## config.mk

```make
export PLATFORM = sky130hd
export DESIGN_NAME = refresh_sched
export DESIGN_NICKNAME = d
export VERILOG_FILES = /design/src/rtl/refresh_pkg.sv /design/src/rtl/cpu_idle_mon.sv /design/src/rtl/refresh_deadline.sv /design/src/rtl/refresh_run_timer.sv /design/src/rtl/refresh_sched.sv
export SDC_FILE = /design/constraint.sdc
export NUM_CORES = 1
export LEC_CHECK = 0
export ABC_AREA = 1
export BUFFER_PORTS_ARGS = -buffer_cell sky130_fd_sc_hd__buf_2
export CAP_MARGIN = 0
export CELL_PAD_IN_SITES_DETAIL_PLACEMENT = 2
export CELL_PAD_IN_SITES_GLOBAL_PLACEMENT = 2
export CORE_MARGIN = 8
export CORE_UTILIZATION = 34
export CTS_BUF_LIST = sky130_fd_sc_hd__clkbuf_4
export CTS_CLUSTER_SIZE = 12
export DETAILED_ROUTE_END_ITERATION = 8
export GPL_TIMING_DRIVEN = 0
export HOLD_SLACK_MARGIN = 0.12
export PLACE_DENSITY = 0.89
export SYNTH_ARGS = -nofsm -noshare
export SYNTH_HDL_FRONTEND = slang
export SYNTH_HIERARCHICAL = 1
export SYNTH_SLANG_ARGS = --single-unit
```

## constraint.sdc

```tcl
create_clock -name clk -period 4.7 [get_ports clk]
set_clock_uncertainty 0.05 [all_clocks]
set_input_delay 0.705 -clock clk [delete_from_list [all_inputs] [get_ports clk]]
set_output_delay 0.705 -clock clk [all_outputs]
set_load 0.005 [all_outputs]
```

## src/rtl/refresh_pkg.sv

```systemverilog
// Shared types for the refresh scheduler.
// Assumes: one clock domain, synchronous active-low reset.
package refresh_pkg;

    typedef enum logic [1:0] {
        RS_IDLE  = 2'd0,   // nothing pending
        RS_PEND  = 2'd1,   // refresh latched, choosing how to start
        RS_HOLDW = 2'd2,   // hold requested, awaiting acknowledge
        RS_RUN   = 2'd3    // refresh cycle in progress
    } rs_state_t;

endpackage

```

## src/rtl/cpu_idle_mon.sv

```systemverilog
// Tracks whether the CPU sits between cycles: a ready closes a cycle,
// an address strobe opens one. Strobe wins when both come together.
// Assumes: cpu_ads and cpu_ready are synchronous single-cycle pulses.
module cpu_idle_mon (
    input  logic clk,
    input  logic rst_n,
    input  logic cpu_ads,
    input  logic cpu_ready,
    input  logic hlda,
    output logic cpu_idle
);
    logic between_q;

    // Remember whether the last cycle boundary seen was a ready.
    always_ff @(posedge clk) begin
        if (!rst_n)         between_q <= 1'b1;
        else if (cpu_ads)   between_q <= 1'b0;
        else if (cpu_ready) between_q <= 1'b1;
    end

    // Idle now: no cycle open, none starting, bus not granted away.
    assign cpu_idle = between_q && !cpu_ads && !hlda;
endmodule

```

## src/rtl/refresh_deadline.sv

```systemverilog
// Counts cycles spent pending and flags when the idle wait is over.
// Assumes: active stays high only while the refresh is pending.
module refresh_deadline #(
    parameter int TIMEOUT_CYC = 16
) (
    input  logic clk,
    input  logic rst_n,
    input  logic active,
    output logic expired
);
    localparam int DW = $clog2(TIMEOUT_CYC + 1);
    logic [DW-1:0] cnt_q;

    // Saturating count of pending cycles, cleared when not pending.
    always_ff @(posedge clk) begin
        if (!rst_n || !active)             cnt_q <= '0;
        else if (cnt_q != DW'(TIMEOUT_CYC)) cnt_q <= cnt_q + 1'b1;
    end

    assign expired = (cnt_q == DW'(TIMEOUT_CYC));
endmodule

```

## src/rtl/refresh_run_timer.sv

```systemverilog
// Times one refresh cycle: loaded with the length of a local or a bus
// refresh, counts down while running, flags the final cycle.
// Assumes: load and run are never high together.
module refresh_run_timer #(
    parameter int LOCAL_LEN = 4,
    parameter int BUS_LEN   = 12
) (
    input  logic clk,
    input  logic rst_n,
    input  logic load,
    input  logic with_bus,
    input  logic run,
    output logic last
);
    localparam int MAXLEN = (BUS_LEN > LOCAL_LEN) ? BUS_LEN : LOCAL_LEN;
    localparam int CW     = $clog2(MAXLEN + 1);
    logic [CW-1:0] cnt_q;

    // Load remaining-cycle count at start, decrement each running cycle.
    always_ff @(posedge clk) begin
        if (!rst_n)
            cnt_q <= '0;
        else if (load)
            cnt_q <= with_bus ? CW'(BUS_LEN - 1) : CW'(LOCAL_LEN - 1);
        else if (run && cnt_q != '0)
            cnt_q <= cnt_q - 1'b1;
    end

    assign last = (cnt_q == '0);
endmodule

```

## src/rtl/refresh_sched.sv

```systemverilog
// Refresh scheduler top: latches refresh ticks and runs each refresh
// through the hold handshake or hidden, stalling only CPU accesses to
// local memory or the expansion bus.
// Assumes: configuration inputs are static while a refresh is pending.
module refresh_sched
    import refresh_pkg::*;
#(
    parameter int TIMEOUT_CYC = 16,
    parameter int LOCAL_LEN   = 4,
    parameter int BUS_LEN     = 12
) (
    input  logic clk,
    input  logic rst_n,
    input  logic cfg_hidden_en,
    input  logic cfg_idle_wait,
    input  logic cfg_bus_ref_off,
    input  logic ref_tick,
    input  logic cpu_ads,
    input  logic cpu_ready,
    input  logic cpu_mem_req,
    input  logic cpu_bus_req,
    input  logic hlda,
    output logic hold_req,
    output logic ref_strobe,
    output logic memr_strobe,
    output logic wait_req,
    output logic overrun
);
    rs_state_t state_q, state_d;
    logic hidden_q, bus_q, ovr_q;
    logic cpu_idle, expired, last;
    logic start_hidden, start_hold, load, load_bus;

    cpu_idle_mon u_idle (
        .clk(clk), .rst_n(rst_n), .cpu_ads(cpu_ads),
        .cpu_ready(cpu_ready), .hlda(hlda), .cpu_idle(cpu_idle)
    );

    refresh_deadline #(.TIMEOUT_CYC(TIMEOUT_CYC)) u_deadline (
        .clk(clk), .rst_n(rst_n),
        .active(state_q == RS_PEND), .expired(expired)
    );

    refresh_run_timer #(.LOCAL_LEN(LOCAL_LEN), .BUS_LEN(BUS_LEN)) u_timer (
        .clk(clk), .rst_n(rst_n), .load(load), .with_bus(load_bus),
        .run(state_q == RS_RUN), .last(last)
    );

    // Start conditions for the two refresh styles.
    always_comb begin
        start_hidden = (state_q == RS_PEND) && cfg_hidden_en &&
                       (!cfg_idle_wait || cpu_idle || (expired && cpu_ready));
        start_hold   = (state_q == RS_HOLDW) && hlda;
        load         = start_hidden || start_hold;
        load_bus     = start_hold || !cfg_bus_ref_off || hlda;
    end

    // Next-state selection for the scheduler.
    always_comb begin
        state_d = state_q;
        unique case (state_q)
            RS_IDLE:  if (ref_tick) state_d = RS_PEND;
            RS_PEND:  if (!cfg_hidden_en) state_d = RS_HOLDW;
                      else if (start_hidden) state_d = RS_RUN;
            RS_HOLDW: if (start_hold) state_d = RS_RUN;
            RS_RUN:   if (last) state_d = RS_IDLE;
            default:  state_d = RS_IDLE;
        endcase
    end

    // State register plus attributes of the refresh in progress.
    always_ff @(posedge clk) begin
        if (!rst_n) begin
            state_q  <= RS_IDLE;
            hidden_q <= 1'b0;
            bus_q    <= 1'b0;
        end else begin
            state_q <= state_d;
            if (load) begin
                hidden_q <= start_hidden;
                bus_q    <= load_bus;
            end
        end
    end

    // Sticky flag for ticks that arrive while one is still outstanding.
    always_ff @(posedge clk) begin
        if (!rst_n)                            ovr_q <= 1'b0;
        else if (ref_tick && state_q != RS_IDLE) ovr_q <= 1'b1;
    end

    // Output decode.
    always_comb begin
        hold_req    = (state_q == RS_HOLDW) || (state_q == RS_RUN && !hidden_q);
        ref_strobe  = (state_q == RS_RUN) && bus_q;
        memr_strobe = (state_q == RS_RUN) && bus_q;
        wait_req    = (state_q == RS_RUN) && hidden_q && (cpu_mem_req || cpu_bus_req);
        overrun     = ovr_q;
    end
endmodule

```

==> results of run 1 <==
[cell families after synthesis]
family                     after synthesis  synth area share
and+or+nand+nor                         73            0.3855
buffers and inverters                   27            0.1100
AOI/OAI and AO/OA                       15           0.08149
DFF                                     15            0.3105
adders and majority gates                8            0.1035
xor gates and xnor gates                 1          0.009057
[worst reg2reg max path, delay by kind of cell (launching register included)]
family,cells,cell delay [ps]
AND/OR/NAND/NOR,8,740
buffers and inverters,4,360
flip-flops,1,340
AO/OA/AOI/OAI,1,150
adder cells (fa/ha/maj),1,160
[layout make-up]
cell class	instances	area, um2
fillers	341	1623
inverters	26	98.84
flip-flops and latches	15	300.3
repair buffers	15	75.07
plain buffers	1	7.507
multi-input cells	97	560.5
well taps	31	38.79
clock buffers	4	30.03
[metal layers]
layer	global-route usage	up-vias	share of wire
met4	0.05467	0	0.015
met2	0.2213	10	0.54
met3	0.01860	4	0.020
met1	0.1337	443	0.43
li1	-	467	-
met5	0	-	0
[registers in the layout (all words and copies together) (netlist names)]
signal	cells
u_deadline/cnt_q	5
u_timer/cnt_q	4
state_q	2
bus_q	1
hidden_q	1
overrun	1
u_idle/between_q	1
[cell usage in the layout (no fill, tap or decap), drive strengths merged]
master and count:
clkbuf 4, dfxtp 15, nand3b 3, o21ai 5
nor2 23, clkinv 1, nand2 35, a21oi 10
xnor2 1, inv 25, nand3 10, buf 16
ha 8, nand4 2
[through the flow]
step | worst slack [ps] | utilization | power, mW | hold slack (ps)
2_1_floorplan | 3032 | - | 0.3472 | 394.9
3_3_place_gp | 2821 | 0.3954 | 0.3895 | 397.9
3_5_place_dp | 2772 | 0.3954 | 0.4148 | 426.7
4_1_cts | 2526 | 0.4064 | 0.5045 | 452.8
5_1_grt | 2442 | 0.4064 | 0.5410 | 473.5
6_report | 2545 | 0.4064 | 0.4912 | 446.8
[where the power goes]
part           leakage (nW)  switching (mW)  internal, mW
Sequential            0.123          0.0223         0.154
Clock                0.0184          0.0454        0.0388
Combinational         0.427           0.144        0.0868
[worst paths after layout]
path	from	endpoint	slack [ps]	cells after the start
setup / recovery	state_q[1]	ref_strobe	2550	5
setup reg to reg	u_deadline/cnt_q[0]	u_timer/cnt_q[3]	2810	14
hold / removal	bus_q	bus_q	450	2
hold reg to reg	bus_q	bus_q	450	2
[synthesized netlist by cell type]
cell and number:
o21ai_0 1, nand3_2 3, o21ai_2 1, nand3b_1 3
clkinv_2 1, nor2_1 15, nand3_1 7, nor2_4 3
xnor2_1 1, o21ai_1 3, nand4_1 2, ha_1 8
nand2_1 29, dfxtp_1 15, nand2_2 5, nor2_2 5
nand2_4 1, inv_1 21, buf_4 1, a21oi_1 10
inv_2 4
==> impl_metrics.toml, run 1 <==
[worst_setup_path]
end_kind = "output port"
cp_max_fo = 5
crit_slowest_cell = "dfxtp_1"
cp_top_family = "flip-flops"
worstSetupStartpointType = "flop"
max_stage_delay_ps = 420
critPathKind = "flop to output port"
crit_buf_inv = 3
cp_cell_sequence = "ha_1, nand2_1, inv_1, buf_4, buf_2"
crit_required_ps = 3940
arrival_ps = 1400

[logic_synthesis]
yosysUniqueCellTypes = 21
synth_cells = 139
syn_area_per_cell_um2 = 6.958
yosys_warnings = 6
yosysTopAreaCell = "dfxtp_1"
ys_ff_latch = 15
synth_top_area_share = 0.3105
netlist_area_um2 = 967.2
synth_seq_area_share = 0.3105
syn_nets = 158
yosys-top-cells-area = "dfxtp_1, nand2_1, ha_1, inv_1, nor2_1"

[clock_tree]
post-cts-setup-buffers = 0
root_buffer = "clkbuf_4"
cts_tree = "done"
clock_latency_ps = 300
cts.sinks = 15
cts_buffers = 3
cts_htree_levels = 1
hold_buffers = 0
clk_path_buf_depth = 2
cts.clk_slew.worst_paths_ps = 100
cts_resized = 0

[floorplanning]
coreArea_um2 = 2734
dieArea_um2 = 4807
ioPinCount = 16
die_height_um = 69.34
initial_utilization = 0.3538
die_w_um = 69.34
rows = 19

[final_layout]
nets = 178
drive_gt1_frac = 0.2722
diodes = 0
instances_no_fill = 189
final_cell_area_um2 = 1111
syn2layout_area_growth_pct = 14.88

[sta]
tightest_slew_ps = 334.4
hold_viol_final = 0
period_share = 0.4584
setup_viol = 0
slew_headroom = 0.7771
fin_crit_ps = 2155
max_freq_mhz = 464.1
setup_tns_ps = 0
drv_slew = 0
rsz0062_at_grt = "no"

[detailed_routing]
viasPerCell = 4.889
ant_nets = 0
drtPass1Iterations = 4
wl_um = 2776
drc = 0
drt_iter0_markers = 14
vias = 924
routedWlPerCell_um = 14.69

[job]
maxCapViolCount = 0

[power]
power_density_nw_per_um2 = 442.1
ir_drop_uv = 215.0
cellLeakagePower_nw = 0.5680

[place]
dp_hpwl_um = 2224
port_buffers = 15
routabilityCongestion = 0.7381
placed_cells = 185
post_dp_cell_area_um2 = 1081

[global_routing]
antenna_found_initial = 0
grt_pass1_wl_um = 4761
grt_max_degree = 11
first_global_vias = 1041
grt_use_total = 0.1215
grt-ovfl-total = 0

[min_path]
min_path_type = "flop to flop"

[status]
status = "finished clean"
Power figures use the tool's default switching activity.
==> run 2, diff against run 1 <==
--- a/config.mk
+++ b/config.mk
@@ -11,13 +11,13 @@
 export CELL_PAD_IN_SITES_DETAIL_PLACEMENT = 2
 export CELL_PAD_IN_SITES_GLOBAL_PLACEMENT = 2
 export CORE_MARGIN = 8
-export CORE_UTILIZATION = 34
+export CORE_UTILIZATION = 28
 export CTS_BUF_LIST = sky130_fd_sc_hd__clkbuf_4
 export CTS_CLUSTER_SIZE = 12
 export DETAILED_ROUTE_END_ITERATION = 8
 export GPL_TIMING_DRIVEN = 0
 export HOLD_SLACK_MARGIN = 0.12
-export PLACE_DENSITY = 0.89
+export PLACE_DENSITY = 0.78
 export SYNTH_ARGS = -nofsm -noshare
 export SYNTH_HDL_FRONTEND = slang
 export SYNTH_HIERARCHICAL = 1
==> constraint.sdc (replaced) <==
create_clock -name clk -period 1.79 [get_ports clk]
set_clock_uncertainty 0.05 [all_clocks]
set_input_delay 0.2685 -clock clk [delete_from_list [all_inputs] [get_ports clk]]
set_output_delay 0.2685 -clock clk [all_outputs]
set_load 0.005 [all_outputs]
==> run 2 against run 1 <==
  * Clock power is 140% higher
  * Global-route usage is 1.6 points lower
  * Design area is 6.9% higher
  * Worst setup slack worse by 2400 ps
  * Critical endpoint is now hold_req
==> impl_metrics.toml, run 2 (same netlist as run 1, synthesis figures left out) <==
[worst_setup_path]
reg2regPathDepth = 14
r2r-start = "u_deadline/cnt_q[0]"
crit_required_ps = 1470
cp_max_fo = 5
reg2reg_to = "u_timer/cnt_q[3]"
setup.worst_path.end = "hold_req"
reg2reg_setup_slack_ps = 150
crit_path_start = "state_q[0]"
worstSetupStartpointType = "flop"
end_kind = "output port"
arrival_ps = 1340
critPathKind = "flop to output port"

[sta]
tightest_slew_ps = 246.9
setup_viol = 0
slew_headroom = 0.8348
whs_ps = 181.9
max_freq_mhz = 603.4
drv_slew = 0
fin_crit_ps = 1657
hold_viol_final = 0
period_share = 0.9258

[floorplanning]
dieArea_um2 = 5591
ioPinCount = 16
initial_utilization = 0.2898
rows = 21
coreArea_um2 = 3337
die_w_um = 74.77
die_height_um = 74.77

[clock_tree]
clk_path_buf_depth = 2
cts_htree_levels = 1
cts.sinks = 15
cts_buffers = 3
cts_tree = "done"
clock_latency_ps = 290
cts.clk_slew.worst_paths_ps = 100
hold_buffers = 0
root_buffer = "clkbuf_4"

[power]
swShare = 0.4349
power_frac_comb = 0.493
ir_drop_uv = 387.2
finalPower_mw = 1.314
p_clk_frac = 0.156
power_frac_seq = 0.352
netSwitchingPower_uw = 571.6
p_int_uw = 742.6
cellLeakagePower_nw = 0.5890
power_density_nw_per_um2 = 1107

[detailed_routing]
wl_met2_um = 1465
vias = 931
drc = 0
drt_iter0_markers = 6
ant_nets = 0
dr_wl_met3_um = 57
wl_um = 2731
wl_met1_um = 1189
viasPerCell = 4.476
drtPass1Iterations = 4
top_layer_used = "met4"
routedWlPerCell_um = 13.13

[job]
maxCapViolCount = 0

[global_routing]
first_global_vias = 1062
antenna_found_initial = 0
grt_pass1_wl_um = 4581
grt-ovfl-total = 0
grt_use_total = 0.1053
grt_max_degree = 11

[final_layout]
syn2layout_area_growth_pct = 22.77
diodes = 0
drive_gt1_frac = 0.3457
fin_util = 0.3558
final_cell_mix = "nand2_1, inv_1, buf_2"
regMostFlops = "u_deadline/cnt_q"
largestRegisters = "u_deadline/cnt_q x5, u_timer/cnt_q x4, state_q x2"
largest_reg_flops = 5
instances_no_fill = 208
nets = 182
layout_commonest_cell = "nand2_1"

[place]
dp_hpwl_um = 2172
port_buffers = 15
routabilityCongestion = 0.7123
placed_cells = 200

[min_path]
min_path_type = "primary input to flop"

[status]
status = "finished clean"
[run 2: through the flow]
step	worst slack (ps)	TNS, ps	instance area [um2]
final	132.8	0	1187
after global routing	-5.340	-5.340	1187
after CTS	3.463	0	1136
after detailed placement	-22.34	-52.76	1100
after global placement	65.31	0	1100
after floorplan	217.4	0	967.2
[run 2: metal layers]
| metal | vias to the layer above | GRT usage |
|---|---|---|
| met5 | - | 0 |
| met4 | 0 | 0.03913 |
| met3 | 2 | 0.01731 |
| met2 | 8 | 0.1888 |
| met1 | 447 | 0.1212 |
| li1 | 474 | - |
[run 2: how the worst min path moves through the flow]
stage / endpoint / cells after the start / slack (ps) / startpoint
6_report: u_idle/between_q / 3 / 180 / cpu_ready
5_1_grt: u_idle/between_q / 3 / 190 / cpu_ready
4_1_cts: u_idle/between_q / 3 / 180 / cpu_ready
3_5_place_dp: overrun / 2 / 420 / overrun
3_3_place_gp: overrun / 2 / 400 / overrun
2_1_floorplan: u_idle/between_q / 1 / 290 / rst_n
[run 2: power by group through the flow]
stage               clock (mW)  combinational [mW]  sequential [mW]
finish                   0.205               0.647            0.462
CTS                      0.221               0.624            0.465
global placement             0               0.562            0.466
global route             0.233               0.748            0.469
floorplan                    0               0.455            0.457
detailed placement           0               0.612            0.473
[run 2: critical path, cell delays in order, from the launching register on]
cell,delay (ps)
dfxtp_1,400
inv_1,130
ha_1,230
inv_2,100
o21ai_1,70
buf_2,130
[run 2: layout make-up]
type                            instances  area, um2
Buffer                                  1      7.507
Clock buffer                            3      22.52
Clock inverter                          1      5.005
Fill cell                             425       2150
Inverter                               26      98.84
Multi-Input combinational cell         97      588.1
Sequential cell                        15      302.8
Tap cell                               46      57.56
Timing Repair Buffer                   19      105.1
[run 2: what timing repair did]
action                     CTS  global route
setup endpoints to repair    3             6
resized for setup            2             9
pin swaps                    0             2
setup buffers                0             4
==> run 3, diff against run 2 <==
--- a/config.mk
+++ b/config.mk
@@ -5,19 +5,18 @@
 export SDC_FILE = /design/constraint.sdc
 export NUM_CORES = 1
 export LEC_CHECK = 0
-export ABC_AREA = 1
 export BUFFER_PORTS_ARGS = -buffer_cell sky130_fd_sc_hd__buf_2
 export CAP_MARGIN = 0
 export CELL_PAD_IN_SITES_DETAIL_PLACEMENT = 2
 export CELL_PAD_IN_SITES_GLOBAL_PLACEMENT = 2
 export CORE_MARGIN = 8
-export CORE_UTILIZATION = 28
+export CORE_UTILIZATION = 31
 export CTS_BUF_LIST = sky130_fd_sc_hd__clkbuf_4
 export CTS_CLUSTER_SIZE = 12
 export DETAILED_ROUTE_END_ITERATION = 8
 export GPL_TIMING_DRIVEN = 0
 export HOLD_SLACK_MARGIN = 0.12
-export PLACE_DENSITY = 0.78
+export PLACE_DENSITY = 0.79
 export SYNTH_ARGS = -nofsm -noshare
 export SYNTH_HDL_FRONTEND = slang
 export SYNTH_HIERARCHICAL = 1
==> run 3 against run 2 <==
  * Via count fell by 18%
  * Die area fell by 14%
  * Critical path depth did not move
  * Highest routed layer unchanged
==> impl_metrics.toml, run 3 <==
[clock_tree]
clk_path_buf_depth = 2
cts.clk_slew.worst_paths_ps = 100
cts_tree = "done"
cts_buffers = 3
cts.sinks = 15
root_buffer = "clkbuf_4"
cts_htree_levels = 1
clock_latency_ps = 290

[logic_synthesis]
synth_top_area_share = 0.3395
syn_nets = 115
yosys-top-cells-area = "dfxtp_1, ha_1, inv_1, nand2_1, a21oi_1"
netlist_area_um2 = 884.6
synthArstFlopShare = 0
yosysUniqueCellTypes = 35
synth_common_cells = "dfxtp_1, inv_1, ha_1, nand2_1, nor2_1"
synth_cells = 96
synth_edf_count = 0
yosysMostFrequentCell = "dfxtp_1"
syn_area_per_cell_um2 = 9.215
synthFlopType = "dfxtp_1"
synth_seq_area_share = 0.3395
ys_ff_latch = 15
yosys_warnings = 6
yosysTopAreaCell = "dfxtp_1"

[worst_setup_path]
reg2reg_setup_slack_ps = 110
reg2reg_to = "state_q[0]"
reg2regPathDepth = 5
r2r-start = "u_timer/cnt_q[0]"
critPathKind = "flop to flop"
crit_required_ps = 1920
end_kind = "flop"
cp_max_fo = 4
arrival_ps = 1810
worstSetupStartpointType = "flop"

[floorplanning]
ioPinCount = 16
die_height_um = 69.42
die_w_um = 69.42
coreArea_um2 = 2734
rows = 19
dieArea_um2 = 4819
initial_utilization = 0.3236

[detailed_routing]
ant_nets = 0
wl_um = 2288
vias = 760
viasPerCell = 5.101
routedWlPerCell_um = 15.36
drc = 0
drtPass1Iterations = 4
drt_iter0_markers = 26

[final_layout]
fin_util = 0.3986
drive_gt1_frac = 0.3644
nets = 138
syn2layout_area_growth_pct = 23.20
layout_commonest_cell = "buf_2"
instances_no_fill = 149
largest_reg_flops = 5
fillers = 316
regMostFlops = "u_deadline/cnt_q"
diodes = 0
final_cell_mix = "buf_2, dfxtp_1, inv_1"
largestRegisters = "u_deadline/cnt_q x5, u_timer/cnt_q x4, state_q x2"

[sta]
whs_ps = 145.3
fin_crit_ps = 1679
rsz0062_at_grt = "no"
period_share = 0.9381
setup_viol = 0
slew_headroom = 0.8083
hold_viol_final = 0
tightest_slew_ps = 286.7
worst_slack_ps = 110.8
drv_slew = 0
max_freq_mhz = 595.5

[job]
maxCapViolCount = 0

[min_path]
hold_end = "u_idle/between_q"
hold_start = "cpu_ads"
hold_path_depth = 2
min_path_type = "primary input to flop"

[power]
power_density_nw_per_um2 = 1146
finalPower_mw = 1.249
ir_drop_uv = 529.4
cellLeakagePower_nw = 0.4712

[global_routing]
grt_use_total = 0.1040
grt_max_degree = 12
grt_pass1_wl_um = 4229
grt-ovfl-total = 0
first_global_vias = 879
antenna_found_initial = 0

[place]
dp_slack_ps = -222.7
port_buffers = 15
dp_hpwl_um = 1762
placed_cells = 142
routabilityCongestion = 0.7369

[status]
status = "finished clean"
-- run 3: metal layers --
layer / up-vias / GRT usage / wire (um)
li1: 376 / - / -
met1: 367 / 0.1181 / 1008
met2: 15 / 0.1824 / 1135
met3: 2 / 0.03147 / 126
met4: 0 / 0.02733 / 17
met5: - / 0 / 0
-- run 3: critical path, stage by stage, from the launching register on --
cell and delay (ps):
dfxtp_1 360, inv_1 70, ha_1 200, nor3b_4 320, o221ai_2 190, o311a_1 370
-- run 3: logic make-up (layout without fill, tap and decap cells) --
| logic type | count (synthesis) | in the layout | share of synthesized area |
|---|---|---|---|
| simple gates | 32 | 32 | 0.2418 |
| compound gates | 21 | 21 | 0.1712 |
| mux | 2 | 2 | 0.02263 |
| xor+xnor | 4 | 4 | 0.03961 |
| buf+inv | 14 | 36 | 0.07213 |
| flops | 15 | 15 | 0.3395 |
| fa+ha+maj | 8 | 8 | 0.1132 |
-- run 3: what timing repair did --
| item | CTS | global route |
|---|---|---|
| setup endpoints to repair | 6 | 4 |
| gates resized for setup | 8 | 8 |
| pin swaps | 1 | 2 |
| hold endpoints to repair | 0 | 0 |
| buffers inserted | 2 | 2 |
| hold buffers | 0 | 0 |
-- run 3: through the flow --
step | area [um2] | setup TNS, ps
after floorplan | 884.6 | 0
after global placement | 998.5 | -210.8
after detailed placement | 998.5 | -475.8
after CTS | 1072 | 0
after global routing | 1090 | 0
final | 1090 | 0
-- run 3: cell type report --
| cell class | count | area, um2 | share of cell area |
|---|---|---|---|
| inverter | 12 | 45.04 | 0.04133 |
| sequential | 15 | 305.3 | 0.2801 |
| multi-input combinational | 67 | 560.5 | 0.5143 |
| clock inverter | 1 | 5.005 | 0.004592 |
| timing repair buffer | 19 | 105.1 | 0.09644 |
| clock buffer | 3 | 22.52 | 0.02067 |
| buffer | 1 | 7.507 | 0.006889 |
| tap | 31 | 38.79 | 0.03559 |
-- run 3: power breakdown --
part / switching (mW) / internal (mW)
Combinational: 0.303 / 0.262
Sequential: 0.0727 / 0.407
Clock: 0.121 / 0.0829
Total: 0.497 / 0.752
-- run 3: worst max path at each step --
| stage | startpoint | endpoint | slack (ps) | depth (start not counted) |
|---|---|---|---|---|
| 6_report | u_timer/cnt_q[0] | state_q[0] | 110 | 5 |
| 5_1_grt | state_q[0] | hold_req | 4 | 5 |
| 4_1_cts | u_deadline/cnt_q[0] | u_timer/cnt_q[1] | 4 | 9 |
| 3_5_place_dp | u_deadline/cnt_q[0] | u_timer/cnt_q[1] | -220 | 9 |
| 3_3_place_gp | u_deadline/cnt_q[0] | u_timer/cnt_q[1] | -140 | 9 |
| 2_1_floorplan | u_deadline/cnt_q[0] | u_timer/cnt_q[1] | 50 | 9 |
